<file path="src/rtl/sysctl_pkg.sv">
// Package: shared word indices, identity constants and the address class
// type for the keyed system control register file.
package sysctl_pkg;
    localparam int IDX_KEY    = 0;
    localparam int IDX_REV    = 1;
    localparam int IDX_STRAP  = 2;
    localparam int IDX_FREQ   = 3;
    localparam int IDX_SCR_LO = 4;
    localparam int IDX_SCR_HI = 11;
    localparam int IDX_RNG    = 12;
    localparam int IDX_CNT_LO = 13;
    localparam int IDX_CNT_HI = 14;
    localparam int IDX_ID0    = 'h54;
    localparam int IDX_ID1    = 'h55;
    localparam logic [31:0] ID0_VALUE = 32'h1234ABCD;
    localparam logic [31:0] ID1_VALUE = 32'h88884444;

    typedef enum logic [3:0] {
        CL_KEY, CL_REV, CL_STRAP, CL_RO_IN, CL_RO_ZERO,
        CL_ID, CL_CFG, CL_HOLE, CL_OOB
    } addr_cls_e;
endpackage

</file>
<file path="src/rtl/sysctl_decode.sv">
// Address decoder: classifies a word index into a register class and gives
// the configuration slot index. Purely combinational.
// Assumes CFG_BASE+NUM_CFG does not overlap the fixed words in sysctl_pkg.
module sysctl_decode
    import sysctl_pkg::*;
#(
    parameter int ADDR_W   = 9,
    parameter int NUM_REGS = 128,
    parameter int CFG_BASE = 16,
    parameter int NUM_CFG  = 8,
    localparam int CIDX_W  = (NUM_CFG > 1) ? $clog2(NUM_CFG) : 1
) (
    input  logic [ADDR_W-1:0] addr,
    output addr_cls_e         cls,
    output logic [CIDX_W-1:0] cfg_idx
);
    logic [31:0] a;
    assign a = 32'(addr);

    // Classify the word index.
    always_comb begin
        cls = CL_HOLE;
        if (a >= 32'(NUM_REGS))                                  cls = CL_OOB;
        else if (a == 32'(IDX_KEY))                              cls = CL_KEY;
        else if (a == 32'(IDX_REV))                              cls = CL_REV;
        else if (a == 32'(IDX_STRAP))                            cls = CL_STRAP;
        else if (a == 32'(IDX_FREQ) || a == 32'(IDX_RNG) ||
                 a == 32'(IDX_CNT_LO) || a == 32'(IDX_CNT_HI))   cls = CL_RO_IN;
        else if (a >= 32'(IDX_SCR_LO) && a <= 32'(IDX_SCR_HI))   cls = CL_RO_ZERO;
        else if (a == 32'(IDX_ID0) || a == 32'(IDX_ID1))         cls = CL_ID;
        else if (a >= 32'(CFG_BASE) && a < 32'(CFG_BASE + NUM_CFG)) cls = CL_CFG;
    end

    assign cfg_idx = CIDX_W'(a - 32'(CFG_BASE));
endmodule

</file>
<file path="src/rtl/sysctl_strap.sv">
// Strap register: loads the strap pins while reset is held, then only sets
// bits on set_en and only clears bits on clr_en. Assumes the two enables
// are never asserted together.
module sysctl_strap #(
    parameter int W = 32
) (
    input  logic         clk,
    input  logic         rst_n,
    input  logic [W-1:0] pins,
    input  logic         set_en,
    input  logic         clr_en,
    input  logic [W-1:0] data,
    output logic [W-1:0] q
);
    // Strap storage with set-only and clear-only paths.
    always_ff @(posedge clk) begin
        if (!rst_n)      q <= pins;
        else if (set_en) q <= q | data;
        else if (clr_en) q <= q & ~data;
    end

    AST_STRAP_SET_ONLY: assert property (@(posedge clk) disable iff (!rst_n)
        set_en |=> ((q & $past(data)) == $past(data)) && ((q & $past(q)) == $past(q)));
    AST_STRAP_CLR_ONLY: assert property (@(posedge clk) disable iff (!rst_n)
        clr_en |=> ((q & $past(data)) == '0) && ((q | $past(q)) == $past(q)));
endmodule

</file>
<file path="src/rtl/sysctl_cfg_bank.sv">
// General configuration registers: NUM_CFG words, each with its own reset
// value RST_BASE+i, written when we is high and idx selects the word.
module sysctl_cfg_bank #(
    parameter int          NUM_CFG  = 8,
    parameter logic [31:0] RST_BASE = 32'h0000_0100,
    localparam int         CIDX_W   = (NUM_CFG > 1) ? $clog2(NUM_CFG) : 1
) (
    input  logic                    clk,
    input  logic                    rst_n,
    input  logic                    we,
    input  logic [CIDX_W-1:0]       idx,
    input  logic [31:0]             wdata,
    output logic [NUM_CFG-1:0][31:0] q
);
    for (genvar i = 0; i < NUM_CFG; i++) begin : g_word
        // One configuration word.
        always_ff @(posedge clk) begin
            if (!rst_n)                          q[i] <= RST_BASE + 32'(i);
            else if (we && idx == CIDX_W'(i))    q[i] <= wdata;
        end
    end

    AST_CFG_HOLD: assert property (@(posedge clk) disable iff (!rst_n)
        !we |=> $stable(q));
endmodule

</file>
<file path="src/rtl/sysctl_keyed_regs.sv">
// Keyed system control register file (top). Holds the key bit, ties the
// decoder, strap and configuration bank together, raises single-cycle error
// pulses and returns read data one cycle after the request.
// Assumes whole-word, aligned accesses on a word-indexed bus.
module sysctl_keyed_regs
    import sysctl_pkg::*;
#(
    parameter int          ADDR_W   = 9,
    parameter int          NUM_REGS = 128,
    parameter int          CFG_BASE = 16,
    parameter int          NUM_CFG  = 8,
    parameter int          PROT_END = 64,
    parameter logic [31:0] KEY      = 32'h1688A8A8,
    parameter logic [31:0] CFG_RST  = 32'h0000_0100
) (
    input  logic              clk,
    input  logic              rst_n,
    input  logic              bus_valid,
    input  logic              bus_write,
    input  logic [ADDR_W-1:0] bus_addr,
    input  logic [31:0]       bus_wdata,
    input  logic [31:0]       strap_pins,
    input  logic [31:0]       rev_id,
    input  logic [31:0]       freq_result,
    input  logic [31:0]       rng_data,
    input  logic [63:0]       free_cnt,
    output logic [31:0]       bus_rdata,
    output logic              bus_rvalid,
    output logic              err_oob,
    output logic              err_ro,
    output logic              err_lock
);
    localparam int CIDX_W = (NUM_CFG > 1) ? $clog2(NUM_CFG) : 1;

    addr_cls_e                cls;
    logic [CIDX_W-1:0]        cfg_idx;
    logic                     key_q;
    logic [31:0]              strap_q;
    logic [NUM_CFG-1:0][31:0] cfg_q;
    logic [31:0]              a_w;
    logic                     wr, rd, prot_cls, ro_cls, wr_ok;
    logic [31:0]              rd_word;

    assign a_w      = 32'(bus_addr);
    assign wr       = bus_valid && bus_write;
    assign rd       = bus_valid && !bus_write;
    assign prot_cls = (cls == CL_REV) || (cls == CL_STRAP) || (cls == CL_CFG);
    assign ro_cls   = (cls == CL_ID) || (cls == CL_RO_IN) || (cls == CL_RO_ZERO);
    assign wr_ok    = wr && key_q && prot_cls;

    sysctl_decode #(
        .ADDR_W(ADDR_W), .NUM_REGS(NUM_REGS), .CFG_BASE(CFG_BASE), .NUM_CFG(NUM_CFG)
    ) u_dec (
        .addr(bus_addr), .cls(cls), .cfg_idx(cfg_idx)
    );

    sysctl_strap #(.W(32)) u_strap (
        .clk(clk), .rst_n(rst_n), .pins(strap_pins),
        .set_en(wr_ok && cls == CL_STRAP), .clr_en(wr_ok && cls == CL_REV),
        .data(bus_wdata), .q(strap_q)
    );

    sysctl_cfg_bank #(.NUM_CFG(NUM_CFG), .RST_BASE(CFG_RST)) u_cfg (
        .clk(clk), .rst_n(rst_n), .we(wr_ok && cls == CL_CFG),
        .idx(cfg_idx), .wdata(bus_wdata), .q(cfg_q)
    );

    // Key bit: set only by the exact magic value, never locked.
    always_ff @(posedge clk) begin
        if (!rst_n)                     key_q <= 1'b0;
        else if (wr && cls == CL_KEY)   key_q <= (bus_wdata == KEY);
    end

    // Read multiplexer over the register classes.
    always_comb begin
        rd_word = '0;
        case (cls)
            CL_KEY:   rd_word = {31'b0, key_q};
            CL_REV:   rd_word = rev_id;
            CL_STRAP: rd_word = strap_q;
            CL_RO_IN: begin
                if (a_w == 32'(IDX_FREQ))        rd_word = freq_result;
                else if (a_w == 32'(IDX_RNG))    rd_word = rng_data;
                else if (a_w == 32'(IDX_CNT_LO)) rd_word = free_cnt[31:0];
                else                             rd_word = free_cnt[63:32];
            end
            CL_ID:    rd_word = (a_w == 32'(IDX_ID0)) ? ID0_VALUE : ID1_VALUE;
            CL_CFG:   rd_word = cfg_q[cfg_idx];
            default:  rd_word = '0;
        endcase
    end

    // Registered read response and prioritised error pulses.
    always_ff @(posedge clk) begin
        if (!rst_n) begin
            bus_rdata  <= '0;
            bus_rvalid <= 1'b0;
            err_oob    <= 1'b0;
            err_ro     <= 1'b0;
            err_lock   <= 1'b0;
        end else begin
            bus_rdata  <= rd ? rd_word : '0;
            bus_rvalid <= rd;
            err_oob    <= wr && (cls == CL_OOB);
            err_ro     <= wr && ro_cls;
            err_lock   <= wr && prot_cls && !key_q;
        end
    end

    AST_ERR_EXCL: assert property (@(posedge clk) disable iff (!rst_n)
        $onehot0({err_oob, err_ro, err_lock}));
    AST_RD_LATENCY: assert property (@(posedge clk) disable iff (!rst_n)
        rd |=> bus_rvalid);
    AST_KEY_WRONG: assert property (@(posedge clk) disable iff (!rst_n)
        (wr && a_w == 32'(IDX_KEY) && bus_wdata != KEY) |=> !key_q);
    AST_LOCKED_STRAP: assert property (@(posedge clk) disable iff (!rst_n)
        (wr && !key_q && a_w == 32'(IDX_STRAP)) |=> ($stable(strap_q) && err_lock));
    AST_OOB_FLAG: assert property (@(posedge clk) disable iff (!rst_n)
        (wr && a_w >= 32'(NUM_REGS)) |=> err_oob);
    AST_PROT_BOUND: assert property (@(posedge clk) disable iff (!rst_n)
        (wr && a_w >= 32'(PROT_END)) |=> !err_lock);
endmodule

</file>
<file path="config.mk">
export PLATFORM = sky130hd
export DESIGN_NAME = sysctl_keyed_regs
export DESIGN_NICKNAME = d
export VERILOG_FILES = /design/src/rtl/sysctl_pkg.sv /design/src/rtl/sysctl_decode.sv /design/src/rtl/sysctl_strap.sv /design/src/rtl/sysctl_cfg_bank.sv /design/src/rtl/sysctl_keyed_regs.sv
export SDC_FILE = /design/constraint.sdc
export NUM_CORES = 1
export LEC_CHECK = 0
export BUFFER_PORTS_ARGS = -buffer_cell sky130_fd_sc_hd__buf_4
export CORE_UTILIZATION = 28
export DETAILED_ROUTE_END_ITERATION = 16
export PLACE_DENSITY = 0.54
export SYNTH_ARGS = -nofsm -noshare
export SYNTH_HDL_FRONTEND = slang
export SYNTH_SLANG_ARGS = --single-unit
</file>
<file path="constraint.sdc">
create_clock -name clk -period 3.1 [get_ports clk]
set_clock_uncertainty 0.05 [all_clocks]
set_input_delay 0.62 -clock clk [delete_from_list [all_inputs] [get_ports clk]]
set_output_delay 0.62 -clock clk [all_outputs]
set_load 0.1 [all_outputs]
</file>
==> results summary <==
The flow ran to the end, and the final reports show no timing, DRC or antenna violations. Power spread over the standard cell area amounts to 467 nW/um^2. The transition time of the tightest slew-check pin came out at 1.13 ns. The reported max-cap violation count came out at 0.

The synthesized instance count is 1,847. After routing the design area is 20,100 sq um. The most used flip-flop cell after synthesis is dfxtp_1. The congestion estimate from routability-driven global placement came to 1.04.

The initial antenna violation count came out at 1. The path class of the tightest hold or removal check is in -> reg. At the worst endpoint, the required time is 3.40 ns. From synthesis to final layout, the design area changed by 25.2%. The type of the setup path with the least slack is in -> reg.

The number of vias per cell is 5.08. The number of filler cells placed in the layout came out at 5,759. The horizontal die dimension came out at 242 um. The number of DRC markers after the initial detailed-route iteration is 1,199. Clock-pin slew was measured on the worst setup and hold paths at 0.07 ns. The number of global-route vias before repair is 14,200. The overall track demand over capacity in global routing came out at 0.204. The number of pins with negative max-slew slack in the final report is 0.

The share of post-route cells with drive strength above 1 came out at 0.238. Setup repair after global routing left no endpoint under its margin. The placed wire-length estimate came out at 41.5 mm. In the layout the commonest cells are nand2_1 (660), buf_4 (324), dfxtp_1 (293).

The number of failing setup endpoints in the final timing report came out at 0. The final total power came out at 9.40 mW. The maximum number of buffers from clock root to sink is 3.

The number of standard cells in the final layout excluding fillers came out at 2,825. The floorplan core area is 56,500 sq um. The number of placed I/O pins is 273.

Across all setup checks in the final design, the least slack found is 0.693 ns. Static timing analysis puts the maximum clock frequency at 415 MHz. The share of the core filled with cells in the final layout came out at 0.356. After routing, the total negative slack on setup checks comes to 0 ns. The arrival time at the worst endpoint is 2.71 ns. The cell at the root of the clock tree is clkbuf_16.

The most common cell after layout, fill and taps aside is nand2_1. TritonCTS built the clock tree. The count of final hold-check violations came to 0. The number of synthesized flops with an enable pin came out at 32. The number of placed cells counting well taps came out at 2,762. The synthesized area per cell came out at 8.70 sq um.

Post-CTS timing repair inserted 0 buffers for setup. The height of the die is 242 um. The number of input and output port buffers inserted came out at 272. The average wire length per cell after detail routing is 21.5 um.

The via total after detailed routing is 14,400. The detail route stage leaves a number of antenna-violating nets equal to 0. The clock reaches the later pin of the worst-skew pair after 0.53 ns.

The global-route wire length before repair came out at 91.5 mm. The total die area came out at 58,300 sq um. The leakage power figure is 7.23 nW. The H-tree level count came out at 2.

The largest fanout on the critical path is 11. The relative slew slack came out at 0.249. The sequential area share after synthesis came out at 0.425. The post-route fraction of the period consumed by the critical path is 0.777. The count of warnings emitted by yosys came out at 0. The count of unresolved DRC violations after routing came out at 0. The area after detailed placement came out at 18,900 sq um. The post-synth net total came out at 2,084. The number of hold buffers added after CTS was 0.

The worst IR drop on VDD is 0.302 mV. The maximum number of pins on one net before global-route repair is 114. The initial utilization of the core area, before any placement, comes to 0.284.

The number of distinct library cells after synthesis came out at 75. The first detailed-routing pass ran for 5 iterations. The element type at the critical path start is an input port.

The worst register-to-register path has a depth of 7. The number of core rows came out at 87. Global routing finished with a remaining overflow of 0. The number of nets in the layout came out at 2,280. The overall routed net length came out at 60.7 mm. Hold is met by 0.290 ns. The number of clock buffers inserted by TritonCTS came out at 35. After synthesis the cells add up to 16,100 sq um. After layout, the minimum clock period comes to 2.41 ns. For this run, asynchronously set or reset flops after synthesis account for 0.

The clock net sink count came out at 325. The count of instances resized after the clock tree is built is 0. Along the worst hold path, the cell count comes to 3. The pre-CTS setup slack is 0.183 ns. The type of destination of the critical path is a register. The register bit total from synthesis is 325.
[cell families after synthesis]
family          count (synthesis)  synth area share
compound gates                437             0.201
simple gates                  781             0.202
buf+inv                       214            0.0629
mux                            90             0.109
flops                         325             0.425
[flip-flops by register name, indices dropped and copies added (netlist names), named ones only]
register / count
key_q: 1
err_lock: 1
bus_rdata: 32
err_ro: 1
bus_rvalid: 1
u_cfg.q: 256
err_oob: 1
[per-layer routing]
| metal | track usage | vias to the layer above | share of wire |
|---|---|---|---|
| met5 | 0 | - | 0 |
| met4 | 0.0809 | 0 | 0.035 |
| met3 | 0.0335 | 103 | 0.060 |
| met2 | 0.343 | 540 | 0.48 |
| met1 | 0.259 | 6964 | 0.42 |
| li1 | - | 6748 | - |
[synthesized netlist by cell type, drive strengths merged, types with 7 or more instances]
master   count  area (sq um)
mux2i       20           200
dfxtp      293          5870
a21oi       29           149
o22ai        7          43.8
a221oi      10          87.6
a22oi       34           255
inv         32           120
a31oi       23           175
nor3         7          67.6
o21ai       35           175
nor2        33           131
nand3       22           110
buf         59           342
a21boi     236          1770
edfxtp      32           961
mux4        64          1480
clkbuf     122           539
or4          7          52.6
a22o        17           155
o2bb2ai     12           105
nand2      660          2480
[power breakdown]
part           internal, mW  switching (mW)
combinational         0.364           0.402
sequential             4.28          0.0115
clock                  2.59            1.76
total                  7.23            2.17
[critical path, cell delays in order]
cell,delay (ns)
buf_4,0.12
or3_4,0.50
or3_1,0.63
a22o_1,0.32
o221ai_1,0.34
a41oi_1,0.17
[worst paths after layout]
path / startpoint / to / slack, ns
worst max register to register: key_q / u_cfg.q[232] / 0.95
worst min-delay path: bus_addr[7] / err_oob / 0.29
worst max-delay path: bus_addr[8] / bus_rdata[31] / 0.69
worst min register to register: u_cfg.q[99] / u_cfg.q[99] / 0.40
[layout make-up]
class / instances / area, sq um / area share
Timing Repair Buffer: 341 / 2760 / 0.137
Sequential cell: 325 / 6830 / 0.339
Clock inverter: 9 / 98.8 / 0.00491
Antenna cell: 1 / 2.50 / 0.000124
Multi-Input combinational cell: 1308 / 8270 / 0.411
Clock buffer: 53 / 1090 / 0.0540
Inverter: 32 / 120 / 0.00597
Tap cell: 756 / 946 / 0.0470
Note: power is estimated with default switching activity, not from simulation.
